**src/rtl/cmul_pkg.sv**
```systemverilog
package cmul_pkg;

    // Arithmetic structure of the multiplier core
    typedef enum logic {
        MODE_FOUR  = 1'b0,
        MODE_THREE = 1'b1
    } cmul_mode_e;

    // Register stages inside the core: operands, products, combined result
    localparam int CORE_STAGES = 3;

    function automatic int core_regs(input int latency);
        return (latency < CORE_STAGES) ? latency : CORE_STAGES;
    endfunction

    function automatic int tail_regs(input int latency);
        return (latency > CORE_STAGES) ? latency - CORE_STAGES : 0;
    endfunction

endpackage

```
**src/rtl/cmul_stage.sv**
```systemverilog
module cmul_stage #(
    parameter int W   = 8,
    parameter bit REG = 1'b1
) (
    input  logic         clk,
    input  logic         step,
    input  logic         clr_hit,
    input  logic [W-1:0] d,
    output logic [W-1:0] q
);

    generate
        if (REG) begin : g_reg
            always_ff @(posedge clk) begin
                if (clr_hit) begin
                    q <= '0;
                end else if (step) begin
                    q <= d;
                end
            end
        end else begin : g_wire
            assign q = d;
        end
    endgenerate

endmodule

```
**src/rtl/cmul_delay.sv**
```systemverilog
module cmul_delay #(
    parameter int W     = 8,
    parameter int DEPTH = 1
) (
    input  logic         clk,
    input  logic         step,
    input  logic         clr_hit,
    input  logic [W-1:0] d,
    output logic [W-1:0] q
);

    generate
        if (DEPTH == 0) begin : g_none
            assign q = d;
        end else begin : g_line
            logic [W-1:0] pipe [DEPTH];

            always_ff @(posedge clk) begin
                if (clr_hit) begin
                    for (int i = 0; i < DEPTH; i++) pipe[i] <= '0;
                end else if (step) begin
                    pipe[0] <= d;
                    for (int i = 1; i < DEPTH; i++) pipe[i] <= pipe[i-1];
                end
            end

            assign q = pipe[DEPTH-1];
        end
    endgenerate

endmodule

```
**src/rtl/cmul_core.sv**
```systemverilog
module cmul_core
    import cmul_pkg::*;
#(
    parameter int         AW   = 16,
    parameter int         BW   = 16,
    parameter cmul_mode_e MODE = MODE_THREE,
    parameter int         REGS = 3
) (
    input  logic            clk,
    input  logic            step,
    input  logic            clr_hit,
    input  logic [AW-1:0]   a_re,
    input  logic [AW-1:0]   a_im,
    input  logic [BW-1:0]   b_re,
    input  logic [BW-1:0]   b_im,
    output logic [AW+BW-1:0] r_re,
    output logic [AW+BW-1:0] r_im
);

    localparam int  PW    = AW + BW;
    localparam bit  REG_A = (REGS >= 1);
    localparam bit  REG_B = (REGS >= 2);
    localparam bit  REG_C = (REGS >= 3);
    localparam int  WC    = 2 * PW;

    logic [WC-1:0] vc_d, vc_q;

    generate
        if (MODE == MODE_THREE) begin : g_three
            localparam int WA = AW + 2 * (AW + 1) + (BW + 1) + 2 * BW;
            localparam int WB = 3 * (PW + 1);

            logic signed [AW:0] sum_a, dif_a;
            logic signed [BW:0] sum_b;
            logic [WA-1:0]      va_d, va_q;
            logic [AW-1:0]      q_ar;
            logic [AW:0]        q_sa, q_da;
            logic [BW:0]        q_sb;
            logic [BW-1:0]      q_bi, q_br;
            logic signed [PW:0] m_sh, m_sa, m_da;
            logic [WB-1:0]      vb_d, vb_q;
            logic [PW:0]        n_sh, n_sa, n_da;

            // Pre-adders: each adds one bit to its multiplier input
            assign sum_a = (AW+1)'($signed(a_re)) + (AW+1)'($signed(a_im));
            assign dif_a = (AW+1)'($signed(a_im)) - (AW+1)'($signed(a_re));
            assign sum_b = (BW+1)'($signed(b_re)) + (BW+1)'($signed(b_im));
            assign va_d  = {a_re, sum_a, dif_a, sum_b, b_im, b_re};

            cmul_stage #(.W(WA), .REG(REG_A)) u_sa (
                .clk(clk), .step(step), .clr_hit(clr_hit), .d(va_d), .q(va_q)
            );

            assign {q_ar, q_sa, q_da, q_sb, q_bi, q_br} = va_q;

            // Shared product and the two correction products
            assign m_sh = (PW+1)'($signed(q_ar)) * (PW+1)'($signed(q_sb));
            assign m_sa = (PW+1)'($signed(q_sa)) * (PW+1)'($signed(q_bi));
            assign m_da = (PW+1)'($signed(q_da)) * (PW+1)'($signed(q_br));
            assign vb_d = {m_sh, m_sa, m_da};

            cmul_stage #(.W(WB), .REG(REG_B)) u_sb (
                .clk(clk), .step(step), .clr_hit(clr_hit), .d(vb_d), .q(vb_q)
            );

            assign {n_sh, n_sa, n_da} = vb_q;
            assign vc_d = {PW'(n_sh - n_sa), PW'(n_sh + n_da)};
        end else begin : g_four
            localparam int WA = 2 * AW + 2 * BW;
            localparam int WB = 4 * PW;

            logic [WA-1:0]       va_d, va_q;
            logic [AW-1:0]       q_ar, q_ai;
            logic [BW-1:0]       q_br, q_bi;
            logic signed [PW-1:0] m_rr, m_ii, m_ri, m_ir;
            logic [WB-1:0]       vb_d, vb_q;
            logic [PW-1:0]       n_rr, n_ii, n_ri, n_ir;

            assign va_d = {a_re, a_im, b_re, b_im};

            cmul_stage #(.W(WA), .REG(REG_A)) u_sa (
                .clk(clk), .step(step), .clr_hit(clr_hit), .d(va_d), .q(va_q)
            );

            assign {q_ar, q_ai, q_br, q_bi} = va_q;

            assign m_rr = PW'($signed(q_ar)) * PW'($signed(q_br));
            assign m_ii = PW'($signed(q_ai)) * PW'($signed(q_bi));
            assign m_ri = PW'($signed(q_ar)) * PW'($signed(q_bi));
            assign m_ir = PW'($signed(q_ai)) * PW'($signed(q_br));
            assign vb_d = {m_rr, m_ii, m_ri, m_ir};

            cmul_stage #(.W(WB), .REG(REG_B)) u_sb (
                .clk(clk), .step(step), .clr_hit(clr_hit), .d(vb_d), .q(vb_q)
            );

            assign {n_rr, n_ii, n_ri, n_ir} = vb_q;
            assign vc_d = {PW'(n_rr - n_ii), PW'(n_ri + n_ir)};
        end
    endgenerate

    cmul_stage #(.W(WC), .REG(REG_C)) u_sc (
        .clk(clk), .step(step), .clr_hit(clr_hit), .d(vc_d), .q(vc_q)
    );

    assign {r_re, r_im} = vc_q;

endmodule

```
**src/rtl/cmul_top.sv**
```systemverilog
module cmul_top
    import cmul_pkg::*;
#(
    parameter int         AW         = 16,
    parameter int         BW         = 16,
    parameter cmul_mode_e MODE       = MODE_THREE,
    parameter int         LATENCY    = 4,
    parameter bit         CLEAR_WINS = 1'b1
) (
    input  logic             clk,
    input  logic             ce,
    input  logic             clr,
    input  logic [AW-1:0]    a_re,
    input  logic [AW-1:0]    a_im,
    input  logic [BW-1:0]    b_re,
    input  logic [BW-1:0]    b_im,
    output logic [AW+BW-1:0] p_re,
    output logic [AW+BW-1:0] p_im
);

    localparam int PW    = AW + BW;
    localparam int NREG  = core_regs(LATENCY);
    localparam int NTAIL = tail_regs(LATENCY);

    logic          clr_hit;
    logic [PW-1:0] c_re, c_im;
    logic [2*PW-1:0] tail_q;

    // Precedence between clear and enable
    assign clr_hit = CLEAR_WINS ? clr : (clr & ce);

    cmul_core #(.AW(AW), .BW(BW), .MODE(MODE), .REGS(NREG)) u_core (
        .clk(clk), .step(ce), .clr_hit(clr_hit),
        .a_re(a_re), .a_im(a_im), .b_re(b_re), .b_im(b_im),
        .r_re(c_re), .r_im(c_im)
    );

    cmul_delay #(.W(2*PW), .DEPTH(NTAIL)) u_tail (
        .clk(clk), .step(ce), .clr_hit(clr_hit),
        .d({c_re, c_im}), .q(tail_q)
    );

    assign {p_re, p_im} = tail_q;

endmodule

```
**config.mk**
```make
export PLATFORM = sky130hd
export DESIGN_NAME = cmul_top
export DESIGN_NICKNAME = d
export VERILOG_FILES = /design/src/rtl/cmul_pkg.sv /design/src/rtl/cmul_stage.sv /design/src/rtl/cmul_delay.sv /design/src/rtl/cmul_core.sv /design/src/rtl/cmul_top.sv
export SDC_FILE = /design/constraint.sdc
export NUM_CORES = 2
export LEC_CHECK = 0
export ABC_AREA = 1
export BUFFER_PORTS_ARGS = -buffer_cell sky130_fd_sc_hd__buf_2
export CAP_MARGIN = 5
export CELL_PAD_IN_SITES_DETAIL_PLACEMENT = 1
export CELL_PAD_IN_SITES_GLOBAL_PLACEMENT = 1
export CORE_MARGIN = 3
export CORE_UTILIZATION = 35
export DETAILED_ROUTE_END_ITERATION = 8
export GPL_TIMING_DRIVEN = 0
export HOLD_SLACK_MARGIN = 0.15
export PLACE_DENSITY_LB_ADDON = 0.1
export REMOVE_ABC_BUFFERS = 1
export SLEW_MARGIN = 0
export SYNTH_ARGS = -nofsm -noshare
export SYNTH_HDL_FRONTEND = slang
export SYNTH_HIERARCHICAL = 1
export SYNTH_SLANG_ARGS = --single-unit
```
**constraint.sdc**
```tcl
create_clock -name clk -period 5.65 [get_ports clk]
set_input_delay 0.2825 -clock clk [delete_from_list [all_inputs] [get_ports clk]]
set_output_delay 0.2825 -clock clk [all_outputs]
set_load 0.05 [all_outputs]
```
# Word-level counts from Yosys, hierarchy flattened
# Memories as Yosys holds them, arrays and structs flattened.
# Cells that the tools add are included.
classes:
  n_addsub: 5
  mul: 3
  muxes: 7
  n_reduce_logical: 1
ops:
  columns: ["op", "n"]
  rows:
  - ["multiplier 17 x 16 -> 33 bit", 2]
  - ["two-way mux 64 bit", 1]
  - ["OR reduction 64 bit", 1]
  - ["adder 16 x 16 -> 17 bit", 2]
  - ["adder 32 bit", 1]
  - ["multiplier 16 x 17 -> 32 bit", 1]
  - ["subtractor 32 bit", 1]
  - ["subtractor 16 x 16 -> 17 bit", 1]
  - ["two-way mux 1 bit", 6]
totals:
  ff_bits: 261
  ram_bits: 64
  input_bits: 67
  output_inout_bits: 64
  elab_cells: 20
  mem_count: 1
mem_list:
  columns: ["name", "words", "word_bits", "read_ports", "rd_clocked_by_memory_dff", "wr", "line_no", "rtl"]
  rows:
  - ["u_tail.g_line.pipe", 1, 64, 1, 0, 1, "cmul_delay.sv:16", "logic [W-1:0] pipe [DEPTH];"]

# Longest topological paths before layout
depth:
  ltp_word: 5
  depth_mapped: 31
  depth_no_buf: 29

# By module
# The synthesis kept the hierarchy.
modules_own_cells:
  columns: ["mod", "instances", "cells_each", "area_each_um2", "seq_area_each_um2"]
  rows:
  - ["cmul_core", 1, 5956, 41051.9, 0.0]
  - ["cmul_stage (u_core.g_three.u_sa ...)", 2, 627, 4076.4, 1981.9]
  - ["cmul_stage (u_core.u_sc)", 1, 405, 2666.3, 1281.2]
  - ["cmul_delay", 1, 201, 2496.1, 1921.8]

# Worst setup path after synthesis
# OpenSTA, ideal clock, no wires.
synth_path:
  kind: "reg-to-reg"
  from: "reg u_core.g_three.u_sa.q[82]"
  to: "reg u_core.g_three.u_sb.q[63]"
  setup_ns: 0.113
  t_arrival_ns: 5.496
  t_required_ns: 5.537
  path_slack_ns: 0.041
  path_stages_with_launch: 24
  n_path_buf: 1
  synth_period_minus_slack_ns: 5.609
  path_cell_list: "dfxtp_1 > clkbuf_1 > nand2_1 > inv_1 > fa_1 > fa_1 > inv_1 > fa_1 > fa_1 > fa_1 > fa_1 > inv_1 > ha_1 > nand2_1 > nor2_1 > nand2_1 > nor4_2 > nand2_1 > nand3_1 > nand2_1 > inv_1 > nand2_1 > nand2_1 > nor2_1"
synth_between:
  elab_chain_len: 1
synth_rtl:
  columns: ["item", "line_no", "rtl"]
  rows:
  - ["start, declared", "cmul_stage.sv:9", "output logic [W-1:0] q"]
  - ["start signal, assigned", "cmul_stage.sv:16", "q <= '0;"]
  - ["start signal, assigned", "cmul_stage.sv:18", "q <= d;"]
  - ["multiplier 17 x 16 -> 33 bit", "cmul_core.sv:58", "assign m_sa = (PW+1)'($signed(q_sa)) * (PW+1)'($signed(q_bi));"]
  - ["named net u_core.g_three.m_sa[30]", "cmul_core.sv:40", "logic signed [PW:0] m_sh, m_sa, m_da;"]
  - ["end signal, assigned", "cmul_stage.sv:16", null]
  - ["end signal, assigned", "cmul_stage.sv:18", null]
  - ["end, declared", "cmul_stage.sv:9", null]
# The timed path passes the listed nets, and every way through them passes these cells.
# A chain may end at the register's enable or synchronous reset.

# Worst setup path in the final report
layout_path:
  from: "reg u_core.g_three.u_sa.q[65]"
  to: "reg u_core.g_three.u_sb.q[31]"
layout_between:
  elab_chain_len: 1
layout_rtl:
  columns: ["item", "line_no", "rtl"]
  rows:
  - ["multiplier 17 x 16 -> 33 bit", "cmul_core.sv:59", "assign m_da = (PW+1)'($signed(q_da)) * (PW+1)'($signed(q_br));"]
  - ["named net u_core.g_three.m_da[31]", "cmul_core.sv:40", null]
# The timed path passes the listed nets, and every way through them passes these cells.

==> impl_metrics.json <==
{
  "cpMaxStageDelayCell": "fa_2",
  "drive_gt1_share_pct": 12.6,
  "synth_area_per_cell_sq_um": 7.03,
  "top_layer": "met4",
  "antenna_found_initial": 2,
  "dp.cells": 9481,
  "vias": 44800,
  "ir_drop_mv": 0.296,
  "die_area_sq_um": 157000,
  "worst-path-buf-inv": 7,
  "routed-wl-met3_um": 4820,
  "hold_viol": 0,
  "final_cells": 9810,
  "fin_crit_sh_pct": 100,
  "path_clk_slew_ps": 60,
  "drt-wirelength-per-cell_um": 17.0,
  "cp-end-kind": "flip-flop",
  "max_slew_margin_pct": 22.5,
  "ys_warn_count": 6,
  "routed_via_density": 4.57,
  "clock_skew_ps": 44.5,
  "crit_path_frequent_cell": "nand2_1",
  "drt_iter0_markers": 1839,
  "rows": 142,
  "start_kind": "flip-flop",
  "post-place-ws_ps": -1240,
  "io_buffers": 130,
  "nNetsFinal": 9020,
  "syn_inst": 7606,
  "critPathMaxFanout": 8,
  "fin_area_sq_um": 61600,
  "final.setup.worst_slack_ps": -8.56,
  "tightest_slew_ps": 1160,
  "boundaryPins": 131,
  "cts.sinks": 323,
  "rsz0062_at_grt": "yes",
  "synthesis.area_sq_um": 53400,
  "placed_area_sq_um": 55400,
  "failed_checks": "setup timing",
  "worst_ep_required_time_ps": 6230,
  "p_leak_nw": 35.6,
  "status": "complete, but fails checks",
  "drt_first_pass_iters": 5,
  "cp_top_family": "adder cells",
  "setup-tns-final_ps": -8.56,
  "syn_to_final_growth_pct": 15.3,
  "wirelength_um": 167000,
  "m1WireLength_um": 78300,
  "cts_tree": "done",
  "start_util_pct": 35.4,
  "antenna_left": 0,
  "core_sq_um": 151000,
  "drc": 0,
  "track_usage_pct": 21.4,
  "place.gp.congestion": 0.873,
  "clk_latency_ps": 650,
  "cts-root-buf": "clkbuf_16",
  "route.met2.wl_um": 78800,
  "cts_max_level": 2,
  "drv_slew": 0,
  "max_freq_ghz": 0.177,
  "min_period_ps": 5660,
  "die_h_um": 397,
  "setup_violations": 1,
  "cts-buffers-inserted": 44,
  "grt_pass1_wl_um": 268000,
  "grt_pass1_vias": 49600,
  "arrival_ps": 6240,
  "cts.path.max_buffers": 3,
  "grt_max_degree": 150,
  "power_density_nw_per_um2": 380,
  "max-cap-violations": 0,
  "worstSetupPathType": "flip-flop to flip-flop",
  "die_w_um": 397,
  "hold_class": "input pin to flip-flop",
  "dp_hpwl_um": 135000,
  "grt_overflow_total": 0,
  "slowest_delay_ps": 640
}
## area by class of cell
class	count	area, sq um
diodes	1	2.50
clock buffers	53	1210
clock inverters	28	314
fillers	18900	89200
inverters	2064	7770
multi-input cells	4942	39200
flip-flops and latches	323	7430
well taps	2016	2520
repair buffers	383	3210
## tightest hold or removal path, stage by stage
cell and delay (ps):
buf_8 220, nor2_1 190, nor2_1 50
## sequential cells by signal, summed over array words and instances (netlist names)
register and flops:
u_tail/g_line.pipe 64, u_core/u_sc/q 64, u_core/g_three.u_sa/q 99, u_core/g_three.u_sb/q 96
## final timing paths
path                              from                   endpoint  slack [ps]  depth (start not counted)
max          u_core/g_three.u_sa/q[65]  u_core/g_three.u_sb/q[31]          -9                         26
min                                 ce          u_core/u_sc/q[44]         180                          3
max reg2reg  u_core/g_three.u_sa/q[65]  u_core/g_three.u_sb/q[31]          -9                         26
min reg2reg  u_core/g_three.u_sb/q[63]  u_core/g_three.u_sb/q[63]         470                          2
## layer usage
layer / GRT usage [%] / vias to the layer above
li1: - / 22000
met1: 28.9 / 22200
met2: 36.8 / 498
met3: 1.97 / 161
met4: 5.48 / 0
met5: 0 / -
## placed cells by master, fill, tap and decap left out, types with 56 or more instances in the layout
cell type and count:
nand2_1 2089, inv_1 1999, fa_1 810, nor2_1 744
ha_1 299, dfxtp_1 161, buf_4 153, nand3_1 140
a21oi_1 137, buf_2 130, xor2_1 96, nand2_2 87
dfxtp_4 82, edfxtp_1 64, ha_4 61, inv_2 56
## timing repair
item,4_1_cts,5_1_grt
endpoints found under the hold margin,50,0
resized for setup,274,446
setup endpoints to repair,62,57
setup buffers,77,121
hold buffers,49,0
pin swaps,20,181
## report_power, final
group          internal [mW]  total [mW]  switching, mW
clock network           1.73        2.98           1.25
registers               2.78        3.41          0.623
logic                   6.49        17.0           10.5
## stage by stage
stage	util, %	power [mW]	hold slack (ps)
5_1_grt	40.8	25.9	244
6_report	40.9	23.4	178
3_5_place_dp	36.7	17.0	465
4_1_cts	39.0	20.9	200
3_3_place_gp	36.6	17.0	460
2_1_floorplan	-	12.6	412
No activity file was read; power rests on OpenSTA's default activity.
